==> src/rtl/spr_pkg.sv <==
package spr_pkg;

    // Writable configuration portion of the status register, bits 7:2
    typedef struct packed {
        logic       wpen;
        logic [2:0] spare;
        logic [1:0] bp;
    } spr_cfg_t;

    localparam int CFG_W = $bits(spr_cfg_t);

    function automatic logic [7:0] spr_pack(input spr_cfg_t cfg, input logic wel);
        return {cfg, wel, 1'b0};
    endfunction

endpackage

==> src/rtl/spr_wel_latch.sv <==
module spr_wel_latch (
    input  logic clk,
    input  logic rst_n,
    input  logic set_i,
    input  logic clr_cmd_i,
    input  logic clr_sr_end_i,
    input  logic clr_mem_end_i,
    output logic wel_o
);

    typedef struct packed {
        logic wel;
    } wel_st_t;

    wel_st_t st_d, st_q;
    logic    any_clr;

    always_comb begin
        st_d    = st_q;
        any_clr = clr_cmd_i | clr_sr_end_i | clr_mem_end_i;
        if (any_clr) begin
            st_d.wel = 1'b0;
        end else if (set_i) begin
            st_d.wel = 1'b1;
        end
    end

    always_ff @(posedge clk or negedge rst_n) begin
        if (!rst_n) begin
            st_q <= '0;
        end else begin
            st_q <= st_d;
        end
    end

    assign wel_o = st_q.wel;

    AST_WEL_CLEAR_WINS: assert property (@(posedge clk) disable iff (!rst_n)
        (clr_cmd_i || clr_sr_end_i || clr_mem_end_i) |=> !wel_o);
    AST_WEL_SET: assert property (@(posedge clk) disable iff (!rst_n)
        (set_i && !clr_cmd_i && !clr_sr_end_i && !clr_mem_end_i) |=> wel_o);
    AST_WEL_HOLD: assert property (@(posedge clk) disable iff (!rst_n)
        (!set_i && !clr_cmd_i && !clr_sr_end_i && !clr_mem_end_i) |=> $stable(wel_o));

endmodule

==> src/rtl/spr_cfg_bits.sv <==
module spr_cfg_bits
    import spr_pkg::*;
(
    input  logic     clk,
    input  logic     rst_n,
    input  logic     wel_i,
    input  logic     start_i,
    input  logic     wp_n_i,
    input  logic     data_vld_i,
    input  logic [7:0] data_i,
    output spr_cfg_t cfg_o,
    output logic     unlocked_now_o
);

    typedef struct packed {
        spr_cfg_t cfg;
        logic     wp_held;
    } cfg_st_t;

    cfg_st_t st_d, st_q;
    logic    locked;
    logic    unused_low;

    assign unused_low = ^data_i[1:0];

    always_comb begin
        st_d   = st_q;
        locked = st_q.cfg.wpen & ~st_q.wp_held;
        if (start_i) begin
            st_d.wp_held = wp_n_i;
        end
        if (data_vld_i && wel_i && !locked) begin
            st_d.cfg = spr_cfg_t'(data_i[7:2]);
        end
    end

    always_ff @(posedge clk or negedge rst_n) begin
        if (!rst_n) begin
            st_q.cfg     <= '0;
            st_q.wp_held <= 1'b1;
        end else begin
            st_q <= st_d;
        end
    end

    assign cfg_o          = st_q.cfg;
    assign unlocked_now_o = ~(st_q.cfg.wpen & ~wp_n_i);

    AST_NO_LOAD_WITHOUT_WEL: assert property (@(posedge clk) disable iff (!rst_n)
        !wel_i |=> $stable(cfg_o));
    AST_LOCK_BLOCKS_LOAD: assert property (@(posedge clk) disable iff (!rst_n)
        (data_vld_i && cfg_o.wpen && !st_q.wp_held) |=> $stable(cfg_o));
    AST_LOAD_TAKES_BYTE: assert property (@(posedge clk) disable iff (!rst_n)
        (data_vld_i && wel_i && !(cfg_o.wpen && !st_q.wp_held))
        |=> (cfg_o == spr_cfg_t'($past(data_i[7:2]))));

endmodule

==> src/rtl/spr_zone_gate.sv <==
module spr_zone_gate #(
    parameter int ADDR_W = 15
) (
    input  logic [1:0]        bp_i,
    input  logic              wel_i,
    input  logic [ADDR_W-1:0] addr_i,
    output logic              ok_o
);

    localparam logic [ADDR_W-1:0] QUARTER_BASE = ADDR_W'(3) << (ADDR_W - 2);
    localparam logic [ADDR_W-1:0] HALF_BASE    = ADDR_W'(1) << (ADDR_W - 1);

    logic fenced;

    always_comb begin
        unique case (bp_i)
            2'b00:   fenced = 1'b0;
            2'b01:   fenced = (addr_i >= QUARTER_BASE);
            2'b10:   fenced = (addr_i >= HALF_BASE);
            default: fenced = 1'b1;
        endcase
        ok_o = wel_i & ~fenced;
    end

endmodule

==> src/rtl/spr_status_unit.sv <==
module spr_status_unit
    import spr_pkg::*;
#(
    parameter int ADDR_W = 15
) (
    input  logic              clk,
    input  logic              rst_n,
    input  logic              ev_wren,
    input  logic              ev_wrdi,
    input  logic              ev_wrsr_start,
    input  logic              ev_wrsr_data,
    input  logic [7:0]        wrsr_byte,
    input  logic              ev_wrsr_end,
    input  logic              ev_write_end,
    input  logic              wp_n,
    input  logic [ADDR_W-1:0] chk_addr,
    output logic [7:0]        status_byte,
    output logic              sr_write_ok,
    output logic              mem_write_ok
);

    logic     wel_q;
    spr_cfg_t cfg_q;
    logic     unlocked_now;

    spr_wel_latch u_wel (
        .clk           (clk),
        .rst_n         (rst_n),
        .set_i         (ev_wren),
        .clr_cmd_i     (ev_wrdi),
        .clr_sr_end_i  (ev_wrsr_end),
        .clr_mem_end_i (ev_write_end),
        .wel_o         (wel_q)
    );

    spr_cfg_bits u_cfg (
        .clk            (clk),
        .rst_n          (rst_n),
        .wel_i          (wel_q),
        .start_i        (ev_wrsr_start),
        .wp_n_i         (wp_n),
        .data_vld_i     (ev_wrsr_data),
        .data_i         (wrsr_byte),
        .cfg_o          (cfg_q),
        .unlocked_now_o (unlocked_now)
    );

    spr_zone_gate #(.ADDR_W(ADDR_W)) u_zone (
        .bp_i   (cfg_q.bp),
        .wel_i  (wel_q),
        .addr_i (chk_addr),
        .ok_o   (mem_write_ok)
    );

    assign status_byte = spr_pack(cfg_q, wel_q);
    assign sr_write_ok = wel_q & unlocked_now;

    AST_FULL_ZONE_BLOCKS: assert property (@(posedge clk) disable iff (!rst_n)
        (status_byte[3:2] == 2'b11) |-> !mem_write_ok);
    AST_MEM_NEEDS_WEL: assert property (@(posedge clk) disable iff (!rst_n)
        mem_write_ok |-> status_byte[1]);
    AST_SR_NEEDS_PIN: assert property (@(posedge clk) disable iff (!rst_n)
        (status_byte[7] && !wp_n) |-> !sr_write_ok);
    AST_BIT0_LOW: assert property (@(posedge clk) disable iff (!rst_n)
        $past(ev_wrsr_data) |-> !status_byte[0]);

endmodule

==> config.mk <==
export PLATFORM = sky130hd
export DESIGN_NAME = spr_status_unit
export DESIGN_NICKNAME = d
export VERILOG_FILES = /design/src/rtl/spr_pkg.sv /design/src/rtl/spr_wel_latch.sv /design/src/rtl/spr_cfg_bits.sv /design/src/rtl/spr_zone_gate.sv /design/src/rtl/spr_status_unit.sv
export SDC_FILE = /design/constraint.sdc
export NUM_CORES = 1
export LEC_CHECK = 0
export BUFFER_PORTS_ARGS = -buffer_cell sky130_fd_sc_hd__buf_4
export CORE_AREA = 2 2 39 41
export CTS_CLUSTER_SIZE = 24
export DETAILED_ROUTE_END_ITERATION = 16
export DIE_AREA = 0 0 41 43
export MAX_ROUTING_LAYER = met4
export PLACE_DENSITY = 0.69
export SYNTH_ARGS = -nofsm -noshare
export SYNTH_HDL_FRONTEND = slang
export SYNTH_SLANG_ARGS = --single-unit
==> constraint.sdc <==
create_clock -name clk -period 2.45 [get_ports clk]
set_input_delay 0.3675 -clock clk [delete_from_list [all_inputs] [get_ports clk]]
set_output_delay 0.3675 -clock clk [all_outputs]
set_load 0.1 [all_outputs]
==> metrics.txt <==
# TYPE chip_impl_metric gauge
chip_impl_info{name="result_of_the_run",value="complete, no violations"} 1
chip_impl_info{name="clock_tree.root_cell",value="sky130_fd_sc_hd__clkbuf_4"} 1
chip_impl_metric{name="synthesized_nets",unit=""} 69
chip_impl_metric{name="detail_routed_via_count_per_cell",unit=""} 4.33
chip_impl_metric{name="worstRegToRegCells",unit=""} 3
chip_impl_metric{name="p_leak",unit="nW"} 0.299
chip_impl_metric{name="port_buffers",unit=""} 25
chip_impl_metric{name="insertedDiodeCount",unit=""} 0
chip_impl_metric{name="report.final.hold_viol_count",unit=""} 0
chip_impl_metric{name="postRouteAntennaNets",unit=""} 0
chip_impl_metric{name="clock-skew-final",unit="ps"} 5.66
chip_impl_metric{name="floorplan.rows",unit=""} 14
chip_impl_metric{name="fill_cells",unit=""} 145
chip_impl_metric{name="via_count",unit=""} 325
chip_impl_metric{name="multi_input_comb_area",unit="sq um"} 144
chip_impl_metric{name="post-route-cell-area",unit="sq um"} 597
chip_impl_metric{name="grt_max_degree",unit=""} 9
chip_impl_metric{name="initial_core_util",unit=""} 0.298
chip_impl_metric{name="detail_route.iter0.violations",unit=""} 2
chip_impl_metric{name="timing.final.crit_period",unit="ps"} 1620
chip_impl_metric{name="share_of_yosys_cell_area_claimed_by_the_top_area_cell_type",unit=""} 0.424
chip_impl_metric{name="die_width",unit="um"} 41
chip_impl_metric{name="grt.met2_usage",unit=""} 0.163
chip_impl_metric{name="areaGrowthSynthToFinish",unit="%"} 44.5
chip_impl_metric{name="clock_latency",unit="ps"} 250
chip_impl_info{name="tritoncts",value="built"} 1
chip_impl_metric{name="p_per_area",unit="nW/um^2"} 987
chip_impl_metric{name="timing.critical_path.required",unit="ps"} 2080
chip_impl_metric{name="floorplan.io_pins",unit=""} 42
chip_impl_metric{name="syn-cell-area",unit="sq um"} 413
chip_impl_metric{name="grt_pass1_vias",unit=""} 321
chip_impl_metric{name="postSynthRegisterBits",unit=""} 8
chip_impl_info{name="synthTopCellsByArea",value="sky130_fd_sc_hd__dfrtp_1, sky130_fd_sc_hd__buf_4, sky130_fd_sc_hd__mux2_2"} 1
chip_impl_metric{name="slew_violations",unit=""} 0
chip_impl_metric{name="hold_path_depth",unit=""} 2
chip_impl_info{name="end_kind",value="output pin"} 1
chip_impl_metric{name="regArea",unit="sq um"} 201
chip_impl_metric{name="dp_hpwl",unit="um"} 623
chip_impl_metric{name="sequential_fraction_of_the_synthesis_area",unit=""} 0.488
chip_impl_metric{name="ir_drop_worst_case_vdd",unit="V"} 0.000478
chip_impl_metric{name="clock.fmax",unit="MHz"} 616
chip_impl_metric{name="grt_util_met3",unit=""} 0.0314
chip_impl_metric{name="setup_violations",unit=""} 0
chip_impl_metric{name="clk_path_buf_depth",unit=""} 2
chip_impl_metric{name="crit_path_max_fo",unit=""} 4
chip_impl_metric{name="route.detailed.drc",unit=""} 0
chip_impl_metric{name="synth_cell_types",unit=""} 17
chip_impl_metric{name="wl_per_cell",unit="um"} 10.1
chip_impl_metric{name="cap_violations",unit=""} 0
chip_impl_metric{name="clk_transition_reported_paths",unit="ps"} 60
chip_impl_info{name="grt_setup_unrepaired",value="false"} 1
chip_impl_metric{name="totalWireLength",unit="um"} 760
chip_impl_info{name="crit_path_start_kind",value="flip-flop"} 1
chip_impl_metric{name="grt_overflow",unit=""} 0
chip_impl_metric{name="yosys_warnings",unit=""} 0
chip_impl_metric{name="tns",unit="ps"} 0
chip_impl_metric{name="grt_antenna_before_repair",unit=""} 0
chip_impl_metric{name="core-area",unit="sq um"} 1380
chip_impl_metric{name="netlist_instances",unit=""} 37
chip_impl_metric{name="first_pass_grt_wire_length",unit="mm"} 1.19
chip_impl_info{name="globalRoute.busiestLayer",value="met2"} 1
chip_impl_metric{name="global_route.usage.total",unit=""} 0.108
chip_impl_metric{name="place_area",unit="sq um"} 561
chip_impl_metric{name="clock_sinks",unit=""} 8
chip_impl_metric{name="gp_congestion",unit=""} 0.549
chip_impl_metric{name="die_h",unit="um"} 43
chip_impl_metric{name="cts_setup_buffers",unit=""} 0
chip_impl_info{name="critPathKind",value="reg -> out"} 1
chip_impl_metric{name="met1_usage",unit=""} 0.114
chip_impl_info{name="min-delay-path-class",value="in -> reg"} 1
chip_impl_metric{name="die_area",unit="sq um"} 1760
chip_impl_metric{name="final_net_count",unit=""} 92
chip_impl_metric{name="h-tree-depth",unit=""} 1
chip_impl_metric{name="drt_pass1_iterations",unit=""} 2
chip_impl_metric{name="cp_data_arrival_time",unit="ps"} 1260
chip_impl_metric{name="min_period_over_period",unit=""} 0.662
chip_impl_metric{name="drive_above_1_share",unit=""} 0.610
chip_impl_info{name="post-synth-top-area-cell",value="sky130_fd_sc_hd__dfrtp_1"} 1
chip_impl_metric{name="tritoncts.num_buffers",unit=""} 3
chip_impl_metric{name="avgSynthCellArea",unit="sq um"} 11.2
-- power breakdown --
group / switching (W) / internal (W) / total (W)
registers: 0.0000211 / 0.000160 / 0.000181
logic: 0.000229 / 0.0000723 / 0.000301
clock network: 0.0000452 / 0.0000623 / 0.000107
total: 0.000295 / 0.000295 / 0.000589
-- logic make-up (layout without fill, tap and decap cells) --
family / count (synthesis) / after routing / share of synthesized area
buf+inv: 10 / 32 / 0.164
compound gates: 6 / 6 / 0.124
other cells: 1 / 1 / 0.00908
flops: 8 / 8 / 0.488
simple gates: 7 / 7 / 0.0788
mux: 5 / 5 / 0.136
-- registers in the layout, summed over array words and instances (netlist names) --
signal and cells:
u_wel.wel_o 1, u_cfg.cfg_o 6, u_cfg.st_q 1
-- per-stage QoR --
step           total power, W  std cells  setup WS, ps  hold WS [ps]   util
2_1_floorplan        0.000453         37          68.2          71.9      -
3_3_place_gp         0.000481         70           992           190  0.405
3_5_place_dp         0.000485         70           999           191  0.405
4_1_cts              0.000597         75           806           262  0.431
5_1_grt              0.000615         75           740           265  0.431
6_report             0.000589         75           827           268  0.431
-- layout make-up --
cell class                 count  area share
clock buffer                   4      0.0440
inverter                       2      0.0126
multi-input combinational     19       0.241
tap                           16      0.0335
sequential                     8       0.338
timing repair buffer          26       0.331
-- final timing paths --
check	startpoint	slack (ps)	to
worst max-delay path	u_cfg.cfg_o[1]	830	mem_write_ok
max in group asynchronous	rst_n	1780	u_cfg.st_q[0]
worst min register to register	u_cfg.cfg_o[2]	510	u_cfg.cfg_o[2]
min in group asynchronous	rst_n	460	u_cfg.cfg_o[1]
worst max register to register	u_cfg.st_q[0]	1170	u_cfg.cfg_o[3]
worst min-delay path	ev_wrdi	270	u_wel.wel_o
-- layer usage --
metal,up-vias,routed length (um)
li1,158,-
met1,149,274
met4,0,10
met5,-,0
met2,16,389
met3,2,86
-- what timing repair did --
| item | 4_1_cts | 5_1_grt |
|---|---|---|
| hold buffers | 1 | 0 |
| resized for setup | 0 | 0 |
| hold endpoints to repair | 7 | 0 |
-- cell usage in the layout, fill, tap and decap left out --
cell type,netlist,routed
sky130_fd_sc_hd__a32o_1,1,1
sky130_fd_sc_hd__clkbuf_1,0,1
sky130_fd_sc_hd__o21ai_0,1,1
sky130_fd_sc_hd__nor4_1,1,1
sky130_fd_sc_hd__dfstp_2,1,1
sky130_fd_sc_hd__nand2_1,3,3
sky130_fd_sc_hd__a21boi_1,0,1
sky130_fd_sc_hd__dfrtp_1,7,7
sky130_fd_sc_hd__nand2_2,1,1
sky130_fd_sc_hd__a21oi_1,1,1
sky130_fd_sc_hd__conb_1,1,1
sky130_fd_sc_hd__a21oi_4,1,1
sky130_fd_sc_hd__nor2_1,1,1
sky130_fd_sc_hd__buf_4,8,25
sky130_fd_sc_hd__mux2_2,5,5
sky130_fd_sc_hd__dlygate4sd3_1,0,1
sky130_fd_sc_hd__a21o_1,1,1
sky130_fd_sc_hd__clkbuf_4,0,3
sky130_fd_sc_hd__nand3_1,1,1
sky130_fd_sc_hd__inv_1,2,2
-- critical path: stages, from the launching register on --
cell	delay (ps)
sky130_fd_sc_hd__dfrtp_1	400
sky130_fd_sc_hd__a21o_1	160
sky130_fd_sc_hd__a21oi_1	140
sky130_fd_sc_hd__buf_4	300
-- synth_stat cells --
| library cell | instances |
|---|---|
| sky130_fd_sc_hd__o21ai_0 | 1 |
| sky130_fd_sc_hd__inv_1 | 2 |
| sky130_fd_sc_hd__dfstp_2 | 1 |
| sky130_fd_sc_hd__nand3_1 | 1 |
| sky130_fd_sc_hd__a21oi_4 | 1 |
| sky130_fd_sc_hd__a21oi_1 | 1 |
| sky130_fd_sc_hd__a21o_1 | 1 |
| sky130_fd_sc_hd__nor4_1 | 1 |
| sky130_fd_sc_hd__a21boi_0 | 1 |
| sky130_fd_sc_hd__conb_1 | 1 |
| sky130_fd_sc_hd__nor2_1 | 1 |
| sky130_fd_sc_hd__buf_4 | 8 |
| sky130_fd_sc_hd__dfrtp_1 | 7 |
| sky130_fd_sc_hd__nand2_2 | 1 |
| sky130_fd_sc_hd__a32o_1 | 1 |
| sky130_fd_sc_hd__mux2_2 | 5 |
| sky130_fd_sc_hd__nand2_1 | 3 |
No activity file was read; power rests on OpenSTA's default activity.
